## config.mk

```make
export PLATFORM = sky130hd
export DESIGN_NAME = ptr_agu_top
export DESIGN_NICKNAME = d
export VERILOG_FILES = /design/src/rtl/ptr_agu_pkg.sv /design/src/rtl/ptr_agu_regfile.sv /design/src/rtl/ptr_agu_cand.sv /design/src/rtl/ptr_agu_sel.sv /design/src/rtl/ptr_agu_top.sv
export SDC_FILE = /design/constraint.sdc
export NUM_CORES = 1
export LEC_CHECK = 0
export ABC_AREA = 1
export CAP_MARGIN = 10
export CORE_MARGIN = 2
export CORE_UTILIZATION = 45
export DETAILED_ROUTE_END_ITERATION = 7
export PLACE_DENSITY_LB_ADDON = 0.12
export SYNTH_ARGS = -nofsm -noshare
export SYNTH_HDL_FRONTEND = slang
export SYNTH_SLANG_ARGS = --single-unit
```

## constraint.sdc

```tcl
create_clock -name clk -period 4.17 [get_ports clk]
set_input_delay 0.417 -clock clk [delete_from_list [all_inputs] [get_ports clk]]
set_output_delay 0.417 -clock clk [all_outputs]
set_load 0.01 [all_outputs]
```

## src/rtl/ptr_agu_pkg.sv

```systemverilog
// Shared definitions for the post-modify pointer address unit.
// Assumes a 3-bit mode code; the code values are part of the interface.
package ptr_agu_pkg;

    localparam int MODE_W = 3;

    typedef enum logic [MODE_W-1:0] {
        AM_STEP_UP   = 3'd0,
        AM_STEP_DOWN = 3'd1,
        AM_ADD_CONST = 3'd2,
        AM_BASE_IDX  = 3'd3,
        AM_PUSH      = 3'd4,
        AM_POP       = 3'd5,
        AM_UNUSED6   = 3'd6,
        AM_UNUSED7   = 3'd7
    } amode_e;

endpackage

```

## src/rtl/ptr_agu_regfile.sv

```systemverilog
// Pointer register bank: one combinational read port, one synchronous write port.
// Assumes at most one write per cycle; all registers clear on reset.
module ptr_agu_regfile #(
    parameter int NPTR = 8,
    parameter int AW   = 16,
    localparam int PW  = $clog2(NPTR)
) (
    input  logic          clk,
    input  logic          rst_n,
    input  logic [PW-1:0] rd_idx,
    output logic [AW-1:0] rd_data,
    input  logic          wr_en,
    input  logic [PW-1:0] wr_idx,
    input  logic [AW-1:0] wr_data
);

    logic [AW-1:0] regs [NPTR];

    for (genvar g = 0; g < NPTR; g++) begin : g_reg
        // Hold or update one pointer register.
        always_ff @(posedge clk) begin
            if (!rst_n)
                regs[g] <= '0;
            else if (wr_en && (wr_idx == PW'(g)))
                regs[g] <= wr_data;
        end
    end

    // Read the selected pointer.
    always_comb rd_data = regs[rd_idx];

endmodule

```

## src/rtl/ptr_agu_cand.sv

```systemverilog
// Candidate generator: computes every possible address or new pointer
// value side by side so no adder sits behind the final mode selection.
// Assumes KW < AW; all sums wrap modulo 2^AW.
module ptr_agu_cand #(
    parameter int AW = 16,
    parameter int KW = 8
) (
    input  logic [AW-1:0] ptr_val,
    input  logic [KW-1:0] imm,
    input  logic [AW-1:0] index,
    output logic [AW-1:0] c_inc,
    output logic [AW-1:0] c_dec,
    output logic [AW-1:0] c_add,
    output logic [AW-1:0] c_bix
);

    logic [AW-1:0] imm_ext;

    // Sign-extend the constant to the address width.
    always_comb imm_ext = {{(AW-KW){imm[KW-1]}}, imm};

    // Four independent adders, all fed directly from the pointer.
    always_comb begin
        c_inc = ptr_val + AW'(1);
        c_dec = ptr_val - AW'(1);
        c_add = ptr_val + imm_ext;
        c_bix = ptr_val + index;
    end

endmodule

```

## src/rtl/ptr_agu_sel.sv

```systemverilog
// Mode decode and final selection: picks the register to read, chooses one
// address and one write-back value from the candidates, and registers results.
// Assumes candidates are derived from the register selected by rd_idx.
module ptr_agu_sel
    import ptr_agu_pkg::*;
#(
    parameter int NPTR     = 8,
    parameter int AW       = 16,
    parameter bit STACK_EN = 1'b1,
    localparam int PW      = $clog2(NPTR),
    localparam int SP_IDX  = NPTR - 1
) (
    input  logic              clk,
    input  logic              rst_n,
    input  logic              req_valid,
    input  logic [MODE_W-1:0] req_mode,
    input  logic [PW-1:0]     req_ptr,
    output logic [PW-1:0]     rd_idx,
    input  logic [AW-1:0]     ptr_val,
    input  logic [AW-1:0]     c_inc,
    input  logic [AW-1:0]     c_dec,
    input  logic [AW-1:0]     c_add,
    input  logic [AW-1:0]     c_bix,
    output logic              wr_en,
    output logic [PW-1:0]     wr_idx,
    output logic [AW-1:0]     wr_data,
    output logic [AW-1:0]     addr_out,
    output logic              addr_valid,
    output logic              wb_valid,
    output logic [PW-1:0]     wb_ptr,
    output logic [AW-1:0]     wb_data
);

    amode_e        mode;
    logic          stack_op;
    logic          n_av;
    logic [AW-1:0] n_addr;
    logic          n_wv;
    logic [AW-1:0] n_wd;

    // Classify the request and steer stack modes to the stack register.
    always_comb begin
        mode     = amode_e'(req_mode);
        stack_op = STACK_EN && ((mode == AM_PUSH) || (mode == AM_POP));
        rd_idx   = stack_op ? PW'(SP_IDX) : req_ptr;
    end

    // Final multiplexer over the precomputed candidates.
    always_comb begin
        n_av   = 1'b0;
        n_addr = ptr_val;
        n_wv   = 1'b0;
        n_wd   = ptr_val;
        if (req_valid) begin
            unique case (mode)
                AM_STEP_UP:   begin n_av = 1'b1; n_wv = 1'b1; n_wd = c_inc; end
                AM_STEP_DOWN: begin n_av = 1'b1; n_wv = 1'b1; n_wd = c_dec; end
                AM_ADD_CONST: begin n_av = 1'b1; n_wv = 1'b1; n_wd = c_add; end
                AM_BASE_IDX:  begin n_av = 1'b1; n_addr = c_bix; end
                AM_PUSH: begin
                    if (stack_op) begin
                        n_av = 1'b1; n_addr = c_inc; n_wv = 1'b1; n_wd = c_inc;
                    end
                end
                AM_POP: begin
                    if (stack_op) begin
                        n_av = 1'b1; n_wv = 1'b1; n_wd = c_dec;
                    end
                end
                default: begin end
            endcase
        end
    end

    // Feed the pointer bank write port.
    always_comb begin
        wr_en   = n_wv;
        wr_idx  = rd_idx;
        wr_data = n_wd;
    end

    // Register the issued address and write-back report.
    always_ff @(posedge clk) begin
        if (!rst_n) begin
            addr_out   <= '0;
            addr_valid <= 1'b0;
            wb_valid   <= 1'b0;
            wb_ptr     <= '0;
            wb_data    <= '0;
        end else begin
            addr_out   <= n_addr;
            addr_valid <= n_av;
            wb_valid   <= n_wv;
            wb_ptr     <= rd_idx;
            wb_data    <= n_wd;
        end
    end

endmodule

```

## src/rtl/ptr_agu_top.sv

```systemverilog
// Post-modify pointer address unit top: pointer bank, parallel candidate
// adders and final selection. One request per cycle, results one cycle later.
// Assumes the highest-numbered pointer is the stack pointer when STACK_EN=1.
module ptr_agu_top #(
    parameter int NPTR     = 8,
    parameter int AW       = 16,
    parameter int KW       = 8,
    parameter bit STACK_EN = 1'b1,
    localparam int PW      = $clog2(NPTR)
) (
    input  logic          clk,
    input  logic          rst_n,
    input  logic          req_valid,
    input  logic [2:0]    req_mode,
    input  logic [PW-1:0] req_ptr,
    input  logic [KW-1:0] req_imm,
    input  logic [AW-1:0] req_index,
    output logic [AW-1:0] addr_out,
    output logic          addr_valid,
    output logic          wb_valid,
    output logic [PW-1:0] wb_ptr,
    output logic [AW-1:0] wb_data
);

    logic [PW-1:0] rd_idx;
    logic [AW-1:0] ptr_val;
    logic [AW-1:0] c_inc, c_dec, c_add, c_bix;
    logic          wr_en;
    logic [PW-1:0] wr_idx;
    logic [AW-1:0] wr_data;

    ptr_agu_regfile #(.NPTR(NPTR), .AW(AW)) u_regs (
        .clk     (clk),
        .rst_n   (rst_n),
        .rd_idx  (rd_idx),
        .rd_data (ptr_val),
        .wr_en   (wr_en),
        .wr_idx  (wr_idx),
        .wr_data (wr_data)
    );

    ptr_agu_cand #(.AW(AW), .KW(KW)) u_cand (
        .ptr_val (ptr_val),
        .imm     (req_imm),
        .index   (req_index),
        .c_inc   (c_inc),
        .c_dec   (c_dec),
        .c_add   (c_add),
        .c_bix   (c_bix)
    );

    ptr_agu_sel #(.NPTR(NPTR), .AW(AW), .STACK_EN(STACK_EN)) u_sel (
        .clk        (clk),
        .rst_n      (rst_n),
        .req_valid  (req_valid),
        .req_mode   (req_mode),
        .req_ptr    (req_ptr),
        .rd_idx     (rd_idx),
        .ptr_val    (ptr_val),
        .c_inc      (c_inc),
        .c_dec      (c_dec),
        .c_add      (c_add),
        .c_bix      (c_bix),
        .wr_en      (wr_en),
        .wr_idx     (wr_idx),
        .wr_data    (wr_data),
        .addr_out   (addr_out),
        .addr_valid (addr_valid),
        .wb_valid   (wb_valid),
        .wb_ptr     (wb_ptr),
        .wb_data    (wb_data)
    );

endmodule

```

==> results of run 1 <==
[worst max-delay path, cell delays in order]
cell and delay (ps):
clkdlybuf4s50_1 680, inv_4 110, nand2_8 130, nand2_8 120, nor2_8 340, nand2_1 90
nand3_1 130, nor2_1 90, nor2_4 110, inv_2 50, ha_1 220, ha_1 210
inv_1 90, nand2_1 110, nand2_1 100, o21ai_0 150, o21ai_0 330, nand2_1 120
o21ai_2 250, nor2_1 90
[power groups by stage]
stage | combinational, mW | sequential, mW | clock (mW)
6_report | 1.36 | 1.89 | 1.64
5_1_grt | 1.48 | 1.90 | 1.72
4_1_cts | 1.34 | 1.89 | 1.66
3_5_place_dp | 1.34 | 1.93 | 0
3_3_place_gp | 1.33 | 1.93 | 0
2_1_floorplan | 0.835 | 1.94 | 0
[cell usage in the layout (no fill, tap or decap), types with 10 or more instances in the layout]
cell type / count
nor3_1: 11
inv_2: 17
clkbuf_16: 17
nand2_1: 373
inv_1: 192
nor2_2: 55
nand4_1: 20
buf_4: 59
o21ai_0: 55
a21oi_1: 53
ha_1: 35
o21ai_1: 10
dfxtp_1: 37
edfxtp_1: 128
nand3_1: 101
nor2_1: 187
nand2_2: 29
clkdlybuf4s50_1: 69
nor2_4: 10
[metrics by stage]
stage | utilization (%) | total power [mW]
6_report | 54.3 | 4.89
5_1_grt | 54.3 | 5.10
4_1_cts | 54.3 | 4.90
3_5_place_dp | 51.7 | 3.27
3_3_place_gp | 51.7 | 3.26
2_1_floorplan | - | 2.78
[flip-flops by register name, summed over array words and instances, names as in the netlist]
name              cells
u_sel.wb_ptr          3
u_sel.addr_valid      1
u_sel.wb_data        16
u_regs.regs         128
u_sel.wb_valid        1
u_sel.addr_out       16
[cells in the mapped netlist (10+ instances only)]
cell type  number  share of area (%)
nand2_1       373                 13
inv_1         192                6.6
nor2_1        187                6.4
edfxtp_1      128                 35
nand3_1       101                4.6
nor2_2         55                3.2
o21ai_0        55                2.5
a21oi_1        53                2.4
dfxtp_1        37                6.8
ha_1           35                4.0
nand2_2        29                1.7
nand4_1        20                1.1
inv_2          17               0.59
buf_6          11                1.1
nor3_1         11               0.50
nor2_4         10                1.0
o21ai_1        10               0.46
[final cells by class]
type                            instances  area [sq um]
Multi-Input combinational cell       1018          5270
Timing Repair Buffer                  129          1150
Clock inverter                         15           184
Inverter                              214           810
Clock buffer                           17           425
Fill cell                            2325         10800
Sequential cell                       165          4580
Tap cell                              319           399
[final timing paths]
check	start	to	slack, ps	cells past startpoint
setup reg to reg	u_regs.regs[7][0]	u_regs.regs[7][12]	1240	19
setup / recovery	req_mode[1]	u_regs.regs[4][4]	390	20
hold / removal	req_valid	u_sel.addr_valid	620	3
hold reg to reg	u_regs.regs[2][15]	u_sel.addr_out[15]	830	6
[routing by layer]
metal | share of wire (%) | routed length (um)
met3 | 5.5 | 2020
met5 | 0 | 0
met4 | 4.7 | 1720
met1 | 41 | 15100
met2 | 49 | 17800
[kinds of logic (layout without fill, tap and decap cells)]
logic type               count (synthesis)  in the layout  synth area share (%)
XOR/XNOR                                 9              9                 0.723
AND/OR/NAND/NOR                        820            820                  35.1
AO/OA/AOI/OAI                          154            154                  8.50
flip-flops                             165            165                  42.1
buffers and inverters                  249            375                  9.58
adder cells (fa/ha/maj)                 35             35                  4.02
==> impl_metrics.tcl, run 1 <==
set metrics [dict create \
    status "finished, final reports clean" \
    ir_drop_v 0.000279 \
    dpl_cell_area_sq_um 12200 \
    fin_cells 1877 \
    critPathKind "in -> reg" \
    cp.arrival_ps 3950 \
    hold_class "in -> reg" \
    cts_tree "done" \
    synth_edf_count 128 \
    combPwrFrac_pct 27.7 \
    fin_ws_ps 387 \
    drv_cap 0 \
    die-area_sq_um 25500 \
    synth_cells 1432 \
    globalRouteMet3Util_pct 3.79 \
    dp_slack_ps 47.8 \
    ant_nets 0 \
    core-area_sq_um 23600 \
    cts_made_buffers 17 \
    internal_power_mw 3.14 \
    setup.worst_path.start_class "input pin" \
    wl_per_cell_um 19.5 \
    io_pins 70 \
    leakage_nw 5.74 \
    diodes 0 \
    grt-ovfl-total 0 \
    cp.required_ps 4340 \
    h-tree-depth 4 \
    clk_pin_slew_ps 80 \
    area_growth_pct 17.7 \
    drt_iter0_markers 798 \
    final_nets 1613 \
    syn_area_per_cell_sq_um 7.61 \
    synth_nets 1500 \
    drive_above_1_share_pct 15.6 \
    met1_usage_pct 35.9 \
    ys_types 54 \
    swShare_pct 35.8 \
    min_period_ps 3780 \
    tns_ps 0 \
    cp-end-kind "register" \
    p_per_area_nw_per_um2 381 \
    skew_ps 12.7 \
    grt_pass1_wl_um 55600 \
    power_frac_seq_pct 38.7 \
    dp_cells 1845 \
    ys_ff_latch 165 \
    crit_fanout 19 \
    yosysWarnings 0 \
    ys.flop_type "edfxtp_1" \
    die_height_um 160 \
    grt_usage_pct 28.7 \
    grt_max_degree 30 \
    top_usage_layer "met2" \
    row_count 56 \
    gp_congestion 0.937 \
    routed_via_density 5.35 \
    hold_viol_final 0 \
    postCtsResizedCells 0 \
    met2_usage_pct 49.0 \
    drc 0 \
    first_pass_iters 5 \
    fin_area_sq_um 12800 \
    start_util_pct 46.2 \
    cts_root_buf "clkbuf_16" \
    syn_area_sq_um 10900 \
    dp_hpwl_um 27600 \
    worst-slew-pin-transition_ps 896 \
    antenna_found_initial 0 \
    grt_pass1_vias 9571 \
    clockPowerShare_pct 33.5 \
    cts_sinks 165 \
    finalSetupViolCount 0 \
    p_sw_mw 1.75 \
    clk_latency_ps 440 \
    via_count 10038 \
    io_buffer_count 69 \
    wirelength_um 36600 \
    hold_ws_ps 623 \
    slew_headroom_pct 40.1 \
    async_flop_share_pct 0 \
    post_cts_buffers 0 \
    max_freq_mhz 264 \
    yosysSeqAreaShare_pct 42.1 \
    chipWidth_um 160 \
    rsz0062_at_grt "no" \
    cts_max_path_buffers 2 \
    cts_hold_buf 0 \
    slew_viol_final 0 \
    min_period_over_period_pct 90.7 \
]
Power figures use the tool's default switching activity.
==> run 2: changes to the inputs <==
CORE_UTILIZATION = 34   (was 45)
==> run 2 against run 1 <==
Compared with the run above: maximum frequency decreased by 1.2%; count of clock-buffer cells in the layout unchanged; global-route usage decreased by 5.0 points; critical path depth unchanged; largest cell class unchanged.
==> impl_metrics.tcl, run 2 (same netlist as run 1, synthesis figures left out) <==
set metrics [dict create \
    cpMaxStageDelayCell "clkdlybuf4s50_1" \
    clk_pin_slew_ps 70 \
    cp.arrival_ps 4030 \
    final_nets 1626 \
    clk_latency_ps 450 \
    critPathKind "in -> reg" \
    diodes 0 \
    grt-ovfl-total 0 \
    drive_above_1_share_pct 16.4 \
    met2_length_um 18400 \
    h-tree-depth 4 \
    route.met3.wl_um 1560 \
    cts_root_buf "clkbuf_16" \
    skew_ps 10.2 \
    ant_nets 0 \
    ff_latch_area_sq_um 4580 \
    final_util_pct 41.4 \
    dp_hpwl_um 29400 \
    io_buffer_count 69 \
    wirelength_um 38400 \
    tns_ps 0 \
    crit_path_max_incr_delay_ps 630 \
    min_period_over_period_pct 91.8 \
    gp_congestion 0.908 \
    first_pass_iters 5 \
    topRoutingLayerUsed "met4" \
    top_regs "u_regs.regs (128), u_sel.addr_out (16), u_sel.wb_data (16)" \
    mostFrequentLayoutCells "nand2_1 (373), inv_1 (192), nor2_1 (187)" \
    largest-register "u_regs.regs" \
    slew_headroom_pct 33.4 \
    drv_cap 0 \
    min_period_ps 3830 \
    postCtsResizedCells 0 \
    dpl_cell_area_sq_um 12400 \
    die_height_um 183 \
    cp.required_ps 4370 \
    critical_path.top_delay_family "simple AND/OR/NAND/NOR gates" \
    leakage_nw 5.82 \
    finalSetupViolCount 0 \
    worst-slew-pin-transition_ps 996 \
    cts_max_path_buffers 2 \
    max_freq_mhz 261 \
    largest_reg_flops 128 \
    cp-end-kind "register" \
    row_count 65 \
    ir_drop_v 0.000296 \
    antenna_found_initial 0 \
    rsz0062_at_grt "no" \
    fin_cells 1973 \
    dp_cells 1941 \
    dp_slack_ps -34.0 \
    cts_made_buffers 17 \
    p_per_area_nw_per_um2 386 \
    grt_usage_pct 23.8 \
    drc 0 \
    core-area_sq_um 31600 \
    die-area_sq_um 33500 \
    status "finished, final reports clean" \
    hold_viol_final 0 \
    grt_max_degree 31 \
    slew_viol_final 0 \
    io_pins 70 \
    start_util_pct 34.5 \
    fin_area_sq_um 13100 \
    crit_fanout 14 \
    fillers 3316 \
    grt_pass1_wl_um 59100 \
    area_growth_pct 20.0 \
    multi_input_area_sq_um 5270 \
    hold_class "in -> reg" \
    path_common_cell "nand2_1" \
    fin_ws_ps 342 \
    chipWidth_um 183 \
    post_cts_buffers 0 \
    wl_per_cell_um 19.4 \
    wl_met1_um 17000 \
    cts_sinks 165 \
    path_buf_inv 4 \
    via_count 9790 \
    cts_hold_buf 0 \
    routed_via_density 4.96 \
    final_common_cell "nand2_1" \
    setup.worst_path.start_class "input pin" \
    grt_pass1_vias 9820 \
    drt_iter0_markers 711 \
    path_cells "clkdlybuf4s50_1 -> inv_4 -> nand2_8 -> nand2_8 -> nor2_8 -> buf_4 -> nand2_1 -> nand2_1 -> inv_1 -> nand2_1 -> nand2_4 -> ha_1 -> a21oi_1 -> o21ai_0 -> a21oi_1 -> nand2_1 -> o21ai_0 -> nand4_1 -> nand2_2 -> nor2_1" \
    cts_tree "done" \
]
run 2: worst paths after layout:
path | start | end | slack, ps | cells after the start
setup reg to reg | u_regs.regs[4][5] | u_regs.regs[5][10] | 1260 | 13
hold / removal | req_valid | u_sel.addr_valid | 620 | 3
hold reg to reg | u_regs.regs[1][15] | u_sel.addr_out[15] | 860 | 6
setup / recovery | req_mode[1] | u_regs.regs[5][10] | 340 | 20
run 2: per-layer routing:
metal	vias up	track usage [%]
li1	4865	-
met1	4587	30.4
met2	269	40.5
met3	69	2.98
met4	0	10.1
met5	-	0
run 2: layout make-up:
| class | count | share of cell area (%) |
|---|---|---|
| Sequential cell | 165 | 35.1 |
| Inverter | 214 | 6.19 |
| Multi-Input combinational cell | 1018 | 40.3 |
| Tap cell | 402 | 3.85 |
| Clock buffer | 17 | 3.25 |
| Clock inverter | 15 | 1.68 |
| Timing Repair Buffer | 142 | 9.66 |
run 2: metrics by stage:
stage	total power [mW]	hold slack, ps
CTS	5.08	595
detailed placement	3.31	838
global route	5.29	673
finish	5.04	622
global placement	3.31	834
floorplan	2.78	508
run 2: worst reg2reg max path: stages (launching register included):
cell,delay [ps]
edfxtp_1,380
o21ai_0,230
inv_1,70
nand2_1,110
nand2_4,90
ha_1,320
a21oi_1,260
o21ai_0,180
a21oi_1,150
nand2_1,120
o21ai_0,280
nand4_1,150
nand2_2,250
nor2_1,80
run 2: report_power, final:
part           total [mW]  leakage, nW  switching (mW)  internal, mW
Clock                1.77        0.304           0.746          1.02
Sequential           1.89         1.63          0.0268          1.87
Combinational        1.38         3.88           0.912         0.472
